## src/rtl/mem_order_pkg.sv

```systemverilog
package mem_order_pkg;

    typedef enum logic {
        OP_LOAD  = 1'b0,
        OP_STORE = 1'b1
    } mem_op_e;

    typedef struct packed {
        logic    busy;
        mem_op_e op;
    } unit_state_t;

    localparam unit_state_t UNIT_IDLE = '{busy: 1'b0, op: OP_LOAD};

    // A unit takes a new operation when idle or when finishing this cycle
    function automatic logic can_accept(input unit_state_t s, input logic fin);
        return !s.busy || fin;
    endfunction

    // Pending kind after this cycle's completion is applied
    function automatic logic holds_op(input unit_state_t s, input logic fin,
                                      input mem_op_e kind);
        return s.busy && !fin && (s.op == kind);
    endfunction

endpackage

```

## src/rtl/mem_order_unit.sv

```systemverilog
module mem_order_unit
    import mem_order_pkg::*;
(
    input  logic        clk,
    input  logic        rst,
    input  logic        issue,
    input  logic        is_store,
    input  logic        fin,
    output logic        accept,
    output unit_state_t state
);

    unit_state_t state_q;

    assign accept = issue && can_accept(state_q, fin);
    assign state  = state_q;

    always_ff @(posedge clk) begin
        if (rst) begin
            state_q <= UNIT_IDLE;
        end else if (accept) begin
            state_q.busy <= 1'b1;
            state_q.op   <= is_store ? OP_STORE : OP_LOAD;
        end else if (fin) begin
            state_q <= UNIT_IDLE;
        end
    end

    // a busy unit that is not finishing keeps its operation kind
    p_busy_hold_r8: assert property (@(posedge clk) disable iff (rst)
        (state_q.busy && !fin) |=> (state_q.busy && $stable(state_q.op)));

    // finishing without a new issue leaves the unit idle
    p_fin_idle_r6: assert property (@(posedge clk) disable iff (rst)
        (fin && !issue) |=> !state_q.busy);

endmodule

```

## src/rtl/mem_order_cell.sv

```systemverilog
module mem_order_cell (
    input  logic clk,
    input  logic rst,
    input  logic set_raw,
    input  logic set_war,
    input  logic clear,
    output logic raw,
    output logic war
);

    logic raw_q, war_q;

    always_ff @(posedge clk) begin
        if (rst) begin
            raw_q <= 1'b0;
            war_q <= 1'b0;
        end else begin
            if (set_raw)    raw_q <= 1'b1;
            else if (clear) raw_q <= 1'b0;
            if (set_war)    war_q <= 1'b1;
            else if (clear) war_q <= 1'b0;
        end
    end

    assign raw = raw_q;
    assign war = war_q;

    // a cell never holds both hazard kinds at once
    p_one_kind_r5: assert property (@(posedge clk) disable iff (rst)
        !(raw_q && war_q));

endmodule

```

## src/rtl/mem_order_matrix.sv

```systemverilog
module mem_order_matrix
    import mem_order_pkg::*;
#(
    parameter int N_UNITS = 4
) (
    input  logic               clk,
    input  logic               rst,
    input  logic [N_UNITS-1:0] issue_vld,
    input  logic [N_UNITS-1:0] issue_store,
    input  logic [N_UNITS-1:0] done_vld,
    output logic [N_UNITS-1:0] ld_go,
    output logic [N_UNITS-1:0] st_go
);

    localparam int LAST = N_UNITS - 1;

    unit_state_t                   ustate [N_UNITS];
    logic [N_UNITS-1:0]            acc;
    logic [N_UNITS-1:0]            left_ld;
    logic [N_UNITS-1:0]            left_st;
    logic [N_UNITS-1:0]            new_ld;
    logic [N_UNITS-1:0]            new_st;
    logic [LAST:0][LAST:0]         raw_m;
    logic [LAST:0][LAST:0]         war_m;

    for (genvar u = 0; u < N_UNITS; u++) begin : g_unit
        mem_order_unit u_unit (
            .clk      (clk),
            .rst      (rst),
            .issue    (issue_vld[u]),
            .is_store (issue_store[u]),
            .fin      (done_vld[u]),
            .accept   (acc[u]),
            .state    (ustate[u])
        );
        assign left_ld[u] = holds_op(ustate[u], done_vld[u], OP_LOAD);
        assign left_st[u] = holds_op(ustate[u], done_vld[u], OP_STORE);
        assign new_ld[u]  = acc[u] && !issue_store[u];
        assign new_st[u]  = acc[u] &&  issue_store[u];
    end

    for (genvar r = 0; r < N_UNITS; r++) begin : g_row
        for (genvar c = 0; c < N_UNITS; c++) begin : g_col
            if (r == c) begin : g_diag
                assign raw_m[r][c] = 1'b0;
                assign war_m[r][c] = 1'b0;
            end else begin : g_cell
                // Lower index counts as older when both issue together
                localparam bit COL_OLDER = (c < r);
                logic st_ahead, ld_ahead;
                assign st_ahead = left_st[c] || (COL_OLDER && new_st[c]);
                assign ld_ahead = left_ld[c] || (COL_OLDER && new_ld[c]);

                mem_order_cell u_cell (
                    .clk     (clk),
                    .rst     (rst),
                    .set_raw (new_ld[r] && st_ahead),
                    .set_war (new_st[r] && ld_ahead),
                    .clear   (done_vld[r] || done_vld[c] || acc[r]),
                    .raw     (raw_m[r][c]),
                    .war     (war_m[r][c])
                );

                // a read-after-write flag only stands against a held store
                p_raw_src_r3: assert property (@(posedge clk) disable iff (rst)
                    raw_m[r][c] |-> (ustate[c].busy && ustate[c].op == OP_STORE
                                     && ustate[r].busy && ustate[r].op == OP_LOAD));

                // a write-after-read flag only stands against a held load
                p_war_src_r4: assert property (@(posedge clk) disable iff (rst)
                    war_m[r][c] |-> (ustate[c].busy && ustate[c].op == OP_LOAD
                                     && ustate[r].busy && ustate[r].op == OP_STORE));

                // finishing unit c leaves no hazard against it
                p_col_clear_r6: assert property (@(posedge clk) disable iff (rst)
                    (done_vld[c] && !acc[c]) |=> (!raw_m[r][c] && !war_m[r][c]));
            end
        end

        assign ld_go[r] = ustate[r].busy && ustate[r].op == OP_LOAD  && !(|raw_m[r]);
        assign st_go[r] = ustate[r].busy && ustate[r].op == OP_STORE && !(|war_m[r]);

        // never both go flags for one unit
        p_go_excl_r2: assert property (@(posedge clk) disable iff (rst)
            !(ld_go[r] && st_go[r]));

        // finishing without reissue drops both go flags next cycle
        p_fin_drop_r6: assert property (@(posedge clk) disable iff (rst)
            (done_vld[r] && !issue_vld[r]) |=> (!ld_go[r] && !st_go[r]));
    end

    // nothing may proceed in the cycle after reset
    p_reset_quiet_r1: assert property (@(posedge clk)
        $past(rst) |-> (ld_go == '0 && st_go == '0));

    // loads and stores never proceed at the same time
    p_batch_pure_r5: assert property (@(posedge clk) disable iff (rst)
        !((|ld_go) && (|st_go)));

endmodule

```

## config.mk

```make
export PLATFORM = sky130hd
export DESIGN_NAME = mem_order_matrix
export DESIGN_NICKNAME = d
export VERILOG_FILES = /design/src/rtl/mem_order_pkg.sv /design/src/rtl/mem_order_unit.sv /design/src/rtl/mem_order_cell.sv /design/src/rtl/mem_order_matrix.sv
export SDC_FILE = /design/constraint.sdc
export NUM_CORES = 1
export LEC_CHECK = 0
export BUFFER_PORTS_ARGS = -buffer_cell sky130_fd_sc_hd__buf_2
export CORE_MARGIN = 3
export CORE_UTILIZATION = 50
export DETAILED_ROUTE_END_ITERATION = 8
export PLACE_DENSITY = 0.82
export SYNTH_ARGS = -nofsm -noshare
export SYNTH_HDL_FRONTEND = slang
export SYNTH_SLANG_ARGS = --single-unit
```

## constraint.sdc

```tcl
create_clock -name clk -period 1.25 [get_ports clk]
set_clock_uncertainty 0.1 [all_clocks]
set_input_delay 0.1875 -clock clk [delete_from_list [all_inputs] [get_ports clk]]
set_output_delay 0.1875 -clock clk [all_outputs]
set_load 0.02 [all_outputs]
```

# After elaboration in Yosys (flattened, before gate mapping)
# Cells that the tools add are included.
# W data, S select, Z words.
# totals
out_inout_bits,8
ff_bits,32
word_cells,232
# classes
bitwise,4
n_reduce_logical,148
muxes,48
# ops
operator,count
$logic_and A1 B1 Y1,64
$reduce_bool A2 Y1,28
$mux W1,40
$logic_or A1 B1 Y1,28
$reduce_or A3 Y1,8
$logic_not A1 Y1,20
$mux W2,8
$not A1 Y1,4

# Logic depth before layout (Yosys ltp)
# Gate-level depths: netlist of the first run.
# depth
word_depth,7
depth_mapped,5
ltp_nobuf,3

# Modules after synthesis
# From an unflattened synthesis of the first run, not the netlist that was laid out.
# hier_totals
hier_cells,204
hier_area_um2,1614.0
# modules_own_cells
mod,instances,area_each_um2,seq_area_each_um2,cells_per_inst
mem_order_cell,12,70.1,40.0,8
mem_order_matrix,1,387.9,0.0,68
mem_order_unit,4,96.3,40.0,10

# Worst setup path before layout of the first run
# Ideal clock, no wire load.
# synth_timing
path_type,register to output
startpoint,reg g_unit[0].u_unit.state_q (netlist bit g_unit[0].u_unit.state[1])
endpoint,out st_go[0]
path_stages_with_launch,4
slack_ps,-193
arrival_ps,1155
required_ps,962
path_cell_list,dfxtp_1 > buf_2 > nand2_1 > nor4_1
# synth_via
elab_chain_len,2
# synth_rtl
item,line_no,text
from (decl),mem_order_unit.sv:13,unit_state_t state_q;
$logic_and A1 B1 Y1 (2 in a row),mem_order_matrix.sv:81,assign st_go[r] = ustate[r].busy && ustate[r].op == OP_STORE && !(|war_m[r]);
to (decl),mem_order_matrix.sv:12,output logic [N_UNITS-1:0] st_go
# No other way between the ends.

# Final worst setup path of the first run
# layout_timing
startpoint,reg g_unit[2].u_unit.state_q (netlist bit g_unit[2].u_unit.state[0])
endpoint,out st_go[2]
# layout_via
elab_chain_len,2
# layout_rtl
item,line_no
from (decl),mem_order_unit.sv:13
$logic_and A1 B1 Y1 (2 in a row),mem_order_matrix.sv:81
# No other way between the ends.

==> results of run 1 <==
-- final cells by class --
cell class,instances,area (sq um)
Timing Repair Buffer,60,469
Multi-Input combinational cell,124,1090
Clock inverter,1,5.00
Sequential cell,32,669
Fill cell,165,438
Inverter,8,30.0
Clock buffer,6,41.3
Tap cell,31,38.8
-- how the worst max path moves through the flow --
stage / start / to / slack (ns) / cells after the start
after floorplan: g_unit[2].u_unit.state[1]$_SDFFE_PP0P_ / g_row[2].g_col[1].g_cell.u_cell.raw$_SDFFE_PP0P_ / 0.009 / 3
after global placement: g_unit[2].u_unit.state[1]$_SDFFE_PP0P_ / g_row[2].g_col[0].g_cell.u_cell.war$_SDFFE_PP0P_ / 0.01 / 3
after detailed placement: g_unit[2].u_unit.state[1]$_SDFFE_PP0P_ / g_row[2].g_col[3].g_cell.u_cell.raw$_SDFFE_PP0P_ / -0.05 / 3
after CTS: g_unit[1].u_unit.state[0]$_SDFFE_PP0P_ / ld_go[1] / -0.24 / 3
after global routing: g_unit[2].u_unit.state[1]$_SDFFE_PP0P_ / st_go[2] / -0.34 / 4
final: g_unit[2].u_unit.state[0]$_SDFFE_PP0P_ / st_go[2] / -0.29 / 4
-- registers in the layout (all words and copies together), names as in the netlist --
name and count:
g_row.g_col.g_cell.u_cell.war 12, g_unit.u_unit.state 8, g_row.g_col.g_cell.u_cell.raw 12
-- critical path, stage by stage (launching register included) --
cell and delay, ns:
dfxtp_4 0.39, buf_6 0.11, nand2_4 0.05, nor4_4 0.15
buf_4 0.19
-- cell families (layout without fill, tap and decap cells) --
logic type / count (synthesis) / after routing / share of synthesized area
and+or+nand+nor: 73 / 73 / 0.281
AOI/OAI and AO/OA: 49 / 49 / 0.223
DFF: 32 / 32 / 0.434
buffers and inverters: 15 / 75 / 0.0483
muxes: 2 / 2 / 0.0144
-- synth_stat cells (2+ instances only) --
library cell / n / area (sq um)
nand3_1: 8 / 40.0
nor2_1: 9 / 33.8
o22ai_1: 8 / 50.1
inv_1: 6 / 22.5
nor3b_1: 3 / 22.5
nand3b_1: 6 / 45.0
o2bb2ai_1: 6 / 52.6
o21ai_0: 2 / 10.0
a21boi_0: 2 / 15.0
nand2b_1: 7 / 43.8
nor2b_1: 2 / 12.5
nand2_1: 14 / 52.6
dfxtp_1: 32 / 641
nor4_1: 9 / 56.3
and3b_1: 2 / 17.5
a31oi_1: 3 / 18.8
nor3_1: 2 / 10.0
a21oi_1: 15 / 75.1
o211ai_1: 5 / 37.5
buf_2: 3 / 15.0
o2111ai_1: 7 / 61.3
nand4_1: 5 / 31.3
clkbuf_1: 2 / 7.51
-- per-layer routing --
metal	routed length, um	global-route usage
met5	0	0
met4	518	0.158
met3	709	0.100
met2	3160	0.481
met1	2150	0.329
-- power by group --
part / switching [W] / internal [W] / leakage [nW]
Clock: 0.000364 / 0.000207 / 0.0281
Combinational: 0.000276 / 0.000224 / 0.599
Sequential: 0.0000351 / 0.00104 / 0.266
-- through the flow --
stage / utilization / setup TNS, ns
after floorplan: - / 0
after global placement: 0.648 / 0
after detailed placement: 0.648 / -0.156
after CTS: 0.764 / -2.42
after global routing: 0.843 / -4.32
final: 0.843 / -3.50
-- repair_timing --
item                                    in CTS  in global routing
hold buffers                                 2                  0
resized for setup                           46                 37
setup buffers                               12                  6
pin swaps                                    7                 11
endpoints found under the setup margin      14                 29
endpoints found under the hold margin        2                  0
==> impl_metrics.json, run 1 <==
{
  "worst_setup_path_end_kind": "primary output",
  "first_pass_iters": 6,
  "syn-instance-count": 171,
  "fin_cells": 262,
  "maxCapViolCount": 0,
  "clk_pin_slew_ns": 0.10,
  "ant_nets": 0,
  "fin_area_sq_um": 2340,
  "worstPathMaxFanout": 3,
  "synth_area_per_cell_sq_um": 8.64,
  "powerDensity_nw_per_um2": 916,
  "critPathLaunchType": "flip-flop",
  "fin_crit_sh": 1.23,
  "drv_slew": 0,
  "p_leak_nw": 0.893,
  "tightestPinTransition_ns": 0.652,
  "wirelength_mm": 6.53,
  "die_w_um": 60.4,
  "area_growth_pct": 58.6,
  "hp-class": "in2reg",
  "clockBufferDepth": 2,
  "yosys.cell_types.count": 36,
  "grt_setup_unrepaired": "yes",
  "reg2reg_from": "g_unit[2].u_unit.state[1]$_SDFFE_PP0P_",
  "grt_antenna_before_repair": 0,
  "grt-ovfl-total": 0,
  "ys_warn_count": 0,
  "h-tree-depth": 2,
  "drive_gt1_frac": 0.519,
  "hold_viol_final": 0,
  "layout_commonest_cell": "buf_4",
  "routedWlPerCell_um": 24.9,
  "die_h_um": 60.4,
  "antenna_cells": 0,
  "required_ns": 0.96,
  "final_nets": 245,
  "die_area_sq_um": 3640,
  "cts_sinks": 32,
  "dp_cells": 238,
  "cts_tree": "built",
  "r2r_end": "g_row[2].g_col[0].g_cell.u_cell.raw$_SDFFE_PP0P_",
  "async_flop_share": 0,
  "port_buffers": 21,
  "r2r_cells": 4,
  "grt_first_pass_wirelength_mm": 7.63,
  "grt_usage": 0.291,
  "hp-start": "issue_store[3]",
  "first_global_vias": 1614,
  "vias_per_cell": 7.08,
  "violations": "setup timing",
  "whs_endpoint": "g_unit[3].u_unit.state[0]$_SDFFE_PP0P_",
  "coreArea_sq_um": 2780,
  "syn_nets": 185,
  "placed_cell_area_sq_um": 1800,
  "via_count": 1854,
  "cts_buffers": 5,
  "grt_max_degree": 28,
  "fmax_mhz": 650,
  "drt_iter0_drc": 202,
  "drc_errors": 0,
  "hold_path_depth": 3,
  "setup_viol": 21,
  "criticalPathCategory": "reg2out",
  "io-pin-count": 22,
  "synth_edf_count": 0,
  "whs_ns": 0.0167,
  "start_util": 0.531,
  "dpl.hpwl_mm": 3.06,
  "clockRootBuffer": "clkbuf_4",
  "post-place-ws_ns": -0.0479,
  "finalPower_w": 0.00215,
  "finalCriticalPeriod_ns": 1.54,
  "ys_seq_area_frac": 0.434,
  "synth_top_flop_cell": "dfxtp_1",
  "crit_arrival_ns": 1.25,
  "synthesis.area_sq_um": 1480,
  "status": "complete, but fails checks",
  "ir_drop_uv": 1170,
  "final_cell_mix": "buf_4, dfxtp_1, a21oi_1, buf_2, nand2_1",
  "rows": 19,
  "gp_congestion": 0.957,
  "relSlewSlack": 0.561,
  "fin_ws_ns": -0.288,
  "ys_ff_latch": 32,
  "insertion_delay_ns": 0.35,
  "r2r_slack_ns": -0.24
}
(Power assumes the default switching activity.)
==> inputs of run 2 (changes only) <==
Settings changed: SKIP_LAST_GASP from default to 1.
==> run 2 against run 1 <==
Against the previous run: the flow still finishes with violations (setup timing); register-to-register slack improved by 0.02 ns; critical endpoint unchanged; sequential share of layout area rose by 1.4 points; clock power fell by 3%; routed wire length fell by 20%; largest cell class unchanged; fmax fell by 0.29%.
==> impl_metrics.json, run 2 (synthesized netlist as in run 1, its figures left out) <==
{
  "antenna_cells": 0,
  "dp_cells": 238,
  "nFillCells": 171,
  "clockBufferDepth": 2,
  "drv_slew": 0,
  "post-place-ws_ns": -0.0479,
  "grt_antenna_before_repair": 0,
  "insertion_delay_ns": 0.34,
  "first_global_vias": 1616,
  "cts_buffers": 5,
  "cts_tree": "built",
  "fin_area_sq_um": 2230,
  "final_cell_mix": "buf_4, dfxtp_1, buf_2, nand2_1, a21oi_1",
  "multi_input_area_sq_um": 1010,
  "status": "complete, but fails checks",
  "finalPower_w": 0.00207,
  "first_pass_iters": 4,
  "criticalPathCategory": "reg2out",
  "top_layer": "met4",
  "fin_crit_sh": 1.23,
  "port_buffers": 21,
  "hp-class": "in2reg",
  "io-pin-count": 22,
  "fin_cells": 260,
  "placed_cell_area_sq_um": 1800,
  "routedWlPerCell_um": 20.1,
  "coreArea_sq_um": 2780,
  "ir_drop_uv": 923,
  "layout_commonest_cell": "buf_4",
  "relSlewSlack": 0.682,
  "fmax_mhz": 648,
  "finalCriticalPeriod_ns": 1.54,
  "ant_nets": 0,
  "setup_viol": 15,
  "die_area_sq_um": 3640,
  "critPathLaunchType": "flip-flop",
  "grt_usage": 0.283,
  "die_w_um": 60.4,
  "grt_first_pass_wirelength_mm": 7.44,
  "required_ns": 0.96,
  "worstPathMaxFanout": 3,
  "vias_per_cell": 6.46,
  "drt_iter0_drc": 116,
  "dr_wl_met3_um": 404,
  "drive_gt1_frac": 0.485,
  "grt_setup_unrepaired": "yes",
  "drc_errors": 0,
  "dpl.hpwl_mm": 3.06,
  "crit_arrival_ns": 1.26,
  "powerDensity_nw_per_um2": 929,
  "rows": 19,
  "tns_ns": -2.65,
  "grt_max_degree": 28,
  "fin_ws_ns": -0.293,
  "via_count": 1679,
  "grt-ovfl-total": 0,
  "hold_viol_final": 0,
  "worst_setup_path_end_kind": "primary output",
  "regArea_sq_um": 668,
  "drt-met1-wl_mm": 1.99,
  "area_growth_pct": 51.1,
  "start_util": 0.531,
  "p_leak_nw": 0.862,
  "clockRootBuffer": "clkbuf_4",
  "clk_pin_slew_ns": 0.09,
  "tightestPinTransition_ns": 0.473,
  "gp_congestion": 0.957,
  "die_h_um": 60.4,
  "violations": "setup timing",
  "cts_sinks": 32,
  "r2r_slack_ns": -0.22,
  "h-tree-depth": 2,
  "maxCapViolCount": 0,
  "wirelength_mm": 5.22,
  "final_nets": 243,
  "wl_met2_mm": 2.68
}
run 2: changes by cell type in the layout (fill, tap and decap cells not counted), sizes merged:
cell	before	now
buf	58	56
run 2: through the flow:
step / hold slack, ns / util
after floorplan: 0.208 / -
after global placement: 0.347 / 0.648
after detailed placement: 0.355 / 0.648
after CTS: 0.0108 / 0.746
after global routing: 0.0223 / 0.803
final: 0.0179 / 0.803
run 2: per-layer routing:
metal  GRT usage  vias up
met5           0        -
met4       0.180        0
met3      0.0894       10
met2       0.468       85
met1       0.314      811
li1            -      773
run 2: timing repair:
item,4_1_cts,5_1_grt
resized for setup,36,30
pin swaps,7,10
setup endpoints to repair,14,33
hold endpoints to repair,2,0
hold buffers,2,0
setup buffers,12,2
run 2: worst paths after layout:
path	from	endpoint	cells past startpoint
worst max register to register	g_unit[2].u_unit.state[1]$_SDFFE_PP0P_	g_row[2].g_col[0].g_cell.u_cell.raw$_SDFFE_PP0P_	4
worst max-delay path	g_unit[2].u_unit.state[0]$_SDFFE_PP0P_	st_go[2]	4
worst min register to register	g_row[3].g_col[2].g_cell.u_cell.raw$_SDFFE_PP0P_	g_row[3].g_col[2].g_cell.u_cell.raw$_SDFFE_PP0P_	1
worst min-delay path	issue_vld[3]	g_unit[3].u_unit.state[0]$_SDFFE_PP0P_	3
run 2: power by group:
| group | switching, W | internal [W] | leakage [nW] | total [W] |
|---|---|---|---|---|
| Sequential | 0.0000287 | 0.00104 | 0.266 | 0.00107 |
| Combinational | 0.000242 | 0.000206 | 0.569 | 0.000448 |
| Clock | 0.000348 | 0.000207 | 0.0281 | 0.000555 |
run 2: area by class of cell:
class	count	share of cell area
clock buffer	6	0.0185
sequential	32	0.299
tap	31	0.0174
timing repair buffer	58	0.198
inverter	8	0.0135
multi-input combinational	124	0.451
clock inverter	1	0.00224
run 2: critical path: stages, from the launching register on:
cell	delay (ns)
dfxtp_4	0.39
buf_4	0.13
nand2_4	0.05
nor4_4	0.15
buf_4	0.19
